`config.mk`:
```
export PLATFORM = sky130hd
export DESIGN_NAME = ca_rng_array
export DESIGN_NICKNAME = d
export VERILOG_FILES = /design/src/rtl/ca_rng_pkg.sv /design/src/rtl/ca_seed_sel.sv /design/src/rtl/ca_nbr_map.sv /design/src/rtl/ca_cell.sv /design/src/rtl/ca_rng_array.sv
export SDC_FILE = /design/constraint.sdc
export NUM_CORES = 1
export LEC_CHECK = 0
export CORE_MARGIN = 2
export CORE_UTILIZATION = 35
export DETAILED_ROUTE_END_ITERATION = 8
export SLEW_MARGIN = 20
export SYNTH_ARGS = -nofsm -noshare
export SYNTH_HDL_FRONTEND = slang
export SYNTH_SLANG_ARGS = --single-unit
```
`constraint.sdc`:
```
create_clock -name clk -period 4.9 [get_ports clk]
set_clock_uncertainty 0.1 [all_clocks]
set_input_delay 0.49 -clock clk [delete_from_list [all_inputs] [get_ports clk]]
set_output_delay 0.49 -clock clk [all_outputs]
set_load 0.01 [all_outputs]
```
`src/rtl/ca_rng_pkg.sv`:
```
package ca_rng_pkg;

  typedef enum logic [1:0] {
    RULE_OR_MIX  = 2'b00,
    RULE_XOR3    = 2'b01,
    RULE_ORN_MIX = 2'b10,
    RULE_ALT_OR  = 2'b11
  } rule_t;

  // Next state of one cell from own (a), upper (b) and left (c) bits.
  function automatic logic cell_next(input rule_t rule, input logic a,
                                     input logic b, input logic c);
    logic nb;
    case (rule)
      RULE_XOR3:    nb = a ^ b ^ c;
      RULE_ORN_MIX: nb = a ^ (b | ~c);
      default:      nb = a ^ (b | c);
    endcase
    return nb;
  endfunction

  // Index one step back along a ring of the given size.
  function automatic int unsigned ring_prev(input int unsigned idx,
                                            input int unsigned size);
    return (idx == 0) ? size - 1 : idx - 1;
  endfunction

endpackage

```
`src/rtl/ca_seed_sel.sv`:
```
module ca_seed_sel #(
  parameter int unsigned NCELL = 32
) (
  input  logic [NCELL-1:0] seed_i,
  output logic [NCELL-1:0] seed_eff_o,
  output logic             seed_zero_o
);
  localparam logic [NCELL-1:0] FILL = {{(NCELL-1){1'b0}}, 1'b1};

  always_comb begin
    seed_zero_o = (seed_i == '0);
    seed_eff_o  = seed_zero_o ? FILL : seed_i;
  end
endmodule

```
`src/rtl/ca_nbr_map.sv`:
```
module ca_nbr_map
  import ca_rng_pkg::*;
#(
  parameter int unsigned ROWS = 4,
  parameter int unsigned COLS = 8
) (
  input  logic [ROWS*COLS-1:0] grid_i,
  output logic [ROWS*COLS-1:0] up_o,
  output logic [ROWS*COLS-1:0] left_o
);
  for (genvar r = 0; r < ROWS; r++) begin : g_row
    for (genvar c = 0; c < COLS; c++) begin : g_col
      localparam int unsigned SELF = r * COLS + c;
      localparam int unsigned UPI  = ring_prev(r, ROWS) * COLS + c;
      localparam int unsigned LFI  = r * COLS + ring_prev(c, COLS);
      assign up_o[SELF]   = grid_i[UPI];
      assign left_o[SELF] = grid_i[LFI];
    end
  end
endmodule

```
`src/rtl/ca_cell.sv`:
```
module ca_cell
  import ca_rng_pkg::*;
#(
  parameter logic INIT = 1'b0
) (
  input  logic  clk,
  input  logic  rst_n,
  input  logic  load_i,
  input  logic  seed_i,
  input  logic  en_i,
  input  rule_t rule_i,
  input  logic  up_i,
  input  logic  left_i,
  output logic  q_o
);
  logic d;

  always_comb begin
    d = q_o;
    if (load_i)    d = seed_i;
    else if (en_i) d = cell_next(rule_i, q_o, up_i, left_i);
  end

  always_ff @(posedge clk or negedge rst_n) begin
    if (!rst_n) q_o <= INIT;
    else        q_o <= d;
  end
endmodule

```
`src/rtl/ca_rng_array.sv`:
```
module ca_rng_array
  import ca_rng_pkg::*;
#(
  parameter int unsigned ROWS = 4,
  parameter int unsigned COLS = 8
) (
  input  logic                 clk,
  input  logic                 rst_n,
  input  logic                 load_i,
  input  logic [ROWS*COLS-1:0] seed_i,
  input  logic                 en_i,
  input  logic [1:0]           rule_i,
  output logic [ROWS*COLS-1:0] bits_o
);
  localparam int unsigned NCELL = ROWS * COLS;

  logic [NCELL-1:0] seed_eff;
  logic             seed_is_zero;
  logic [NCELL-1:0] up_v;
  logic [NCELL-1:0] left_v;
  logic [NCELL-1:0] grid;
  logic             step_fire;
  rule_t            rule;

  assign rule      = rule_t'(rule_i);
  assign step_fire = en_i & ~load_i;

  ca_seed_sel #(.NCELL(NCELL)) u_seed (
    .seed_i     (seed_i),
    .seed_eff_o (seed_eff),
    .seed_zero_o(seed_is_zero)
  );

  ca_nbr_map #(.ROWS(ROWS), .COLS(COLS)) u_nbr (
    .grid_i(grid),
    .up_o  (up_v),
    .left_o(left_v)
  );

  for (genvar i = 0; i < NCELL; i++) begin : g_cell
    ca_cell #(.INIT(i == 0 ? 1'b1 : 1'b0)) u_cell (
      .clk   (clk),
      .rst_n (rst_n),
      .load_i(load_i),
      .seed_i(seed_eff[i]),
      .en_i  (en_i),
      .rule_i(rule),
      .up_i  (up_v[i]),
      .left_i(left_v[i]),
      .q_o   (grid[i])
    );
  end

  assign bits_o = grid;
endmodule

```
==> results.cfg <==
[critical_path]
endpoint_kind = flip-flop
critPathKind = in -> reg
crit_path_start_kind = input pin
cp_data_arrival_time_ps = 2760
crit_required_ps = 5000
path_max_fanout = 25

[floorplanning]
die_h_um = 104
start_util_pct = 35.9
rows = 36
ioPinCount = 70
die_area_mm2 = 0.0108
die_w_um = 104
core_area_mm2 = 0.00973

[sta]
fin_setup_tns_ps = 0
drv_slew = 0
tightest_slew_ps = 865
hold_viol = 0
layout_min_cycle_time_ps = 2670
rsz0062_at_grt = no
slew-limit-headroom_pct = 42.1
fin_crit_sh_pct = 54.4
setup_violations = 0
fmax_mhz = 375

[logic_synthesis]
ys_ff_latch = 32
syn_area_mm2 = 0.00349
synth-edff-count = 0
muxShareOfSynthArea_pct = 2.29
synth-compound-area-share_pct = 25.5
synthSimpleGateAreaFrac_pct = 33.5
avgSynthCellArea_um2 = 7.61
synthArstFlopShare_pct = 100
netlist_instances = 459
syn_nets = 497
yosys.area_share.adder_pct = 0
synth.distinct_cells = 50
synth_flop_cell = dfrtp_1
synth_xor_area_share_pct = 0
synth_top_family_by_area = simple AND/OR/NAND/NOR gates
ys_seq_area_share_pct = 23.0
yosys_warnings = 0

[cells_and_area]
nNetsFinal = 494
largest_reg_flops = 32
stdcell_count = 590
top_regs = g_cell.u_cell.q_o x32
regMostFlops = g_cell.u_cell.q_o
fillers = 1005
drive_gt1_share_pct = 5.03
layout_commonest_cell = clkdlybuf4s50_1
layout_common_cells = clkdlybuf4s50_1 (67), nand2_1 (31), nor2_1 (31), dfrtp_1 (31), nand3_1 (27)
antenna_cells = 0
seq_area_um2 = 802
finalInstanceArea_mm2 = 0.00397
syn2layout_area_growth_pct = 13.7
multiInputGateArea_mm2 = 0.00214

[route]
drc = 0
vias_per_cell = 6.07
antenna_left = 0
wirelength_um = 11200
wl_per_cell_um = 18.9
drt-initial-drc-count = 269
dr.pass1.iters = 6
vias = 3584

[power_and_ir_drop]
internal-power_w = 0.000646
clockPowerShare_pct = 21.3
comb_power_share_pct = 38.5
p_leak_nw = 1.53
p_sw_w = 0.000461
pwr-share-seq_pct = 40.2
peakVddDrop_mv = 0.126
powerDensity_mw_per_mm2 = 279
p_sw_share_pct = 41.6

[global_route]
grt_pass1_vias = 3309
antenna_found_initial = 0
grtUsageTotal_pct = 20.5
grt_remaining_overflow = 0
grt_max_degree = 77
grt_pass1_wl_um = 18100

[clock_network]
cts_tree = yes
cts_resized = 0
clockBufferDepth = 2
clk_latency_ps = 310
numCtsBuffers = 5
clk_pin_slew_ps = 80
cts_hold_buffers = 0
post-cts-setup-buffers = 0
cts_root_buf = clkbuf_8
clock-sinks = 32
htreeDepth = 2

[placement]
hpwl_um = 7360
routabilityCongestion = 0.803
placed_area_mm2 = 0.00388
port-buffer-count = 69
placedCellCount = 582

[outcome]
status = completed

[run]
maxCapViolCount = 0

[hold_path]
min_path_type = in -> async
[synth_stat cells, types with 12 or more instances]
master | count | share of area [%]
clkbuf_1 | 22 | 2.4
buf_2 | 19 | 2.7
and3b_1 | 14 | 3.5
nand2_1 | 31 | 3.3
o21ai_0 | 24 | 3.4
nor4_1 | 16 | 2.9
dfrtp_1 | 31 | 22
buf_4 | 36 | 7.7
or3_1 | 12 | 2.1
nand3_1 | 27 | 3.9
nor2b_1 | 16 | 2.9
nor2_1 | 31 | 3.3
[area by class of cell]
cell class / instances / area share (%)
Multi-Input combinational cell: 331 / 54.0
Sequential cell: 32 / 20.2
Clock buffer: 6 / 2.08
Timing Repair Buffer: 75 / 18.3
Clock inverter: 2 / 0.252
Inverter: 11 / 1.04
Tap cell: 133 / 4.19
[worst paths after layout]
check	from	endpoint	slack [ps]	depth (start not counted)
min in group clk	g_cell[7].u_cell.q_o$_DFFE_PN0P_	g_cell[7].u_cell.q_o$_DFFE_PN0P_	590	2
setup reg to reg	g_cell[17].u_cell.q_o$_DFFE_PN0P_	g_cell[25].u_cell.q_o$_DFFE_PN0P_	3220	4
setup / recovery	rule_i[1]	g_cell[25].u_cell.q_o$_DFFE_PN0P_	2230	6
hold / removal	rst_n	g_cell[16].u_cell.q_o$_DFFE_PN0P_	500	2
max in group asynchronous	rst_n	g_cell[0].u_cell.q_o$_DFFE_PN1P_	3850	2
hold reg to reg	g_cell[7].u_cell.q_o$_DFFE_PN0P_	g_cell[7].u_cell.q_o$_DFFE_PN0P_	590	2
[worst max-delay path, stage by stage]
cell and delay (ps):
clkdlybuf4s50_1 490, nor2b_2 720, buf_4 430, a311o_1 260, a2111oi_2 70, a211o_1 300
[through the flow]
stage	worst slack, ps	util [%]	total power (W)	hold WS, ps
after floorplan	3160	-	0.000740	94.4
after global placement	1990	39.9	0.000855	578
after detailed placement	1940	39.9	0.000871	582
after CTS	2250	40.8	0.00111	535
after global routing	2100	40.8	0.00118	565
final	2230	40.8	0.00111	501
[power groups by stage]
stage / Combinational (W) / Clock (W) / Sequential (W)
2_1_floorplan: 0.000388 / 0 / 0.000352
3_3_place_gp: 0.000413 / 0 / 0.000442
3_5_place_dp: 0.000425 / 0 / 0.000447
4_1_cts: 0.000427 / 0.000237 / 0.000442
5_1_grt: 0.000467 / 0.000250 / 0.000459
6_report: 0.000426 / 0.000236 / 0.000445
[layer usage]
| layer | track usage [%] | part of all wire [%] | up-vias |
|---|---|---|---|
| met4 | 5.98 | 1.2 | 0 |
| li1 | - | - | 1686 |
| met3 | 3.13 | 6.3 | 14 |
| met5 | 0 | 0 | - |
| met1 | 28.9 | 44 | 1751 |
| met2 | 32.6 | 48 | 133 |
[cells by family after synthesis]
kind of cell,Yosys count
AO/OA/AOI/OAI,120
buffers and inverters,96
flip-flops,32
multiplexers,8
AND/OR/NAND/NOR,203
Note: power is estimated with default switching activity, not from simulation.
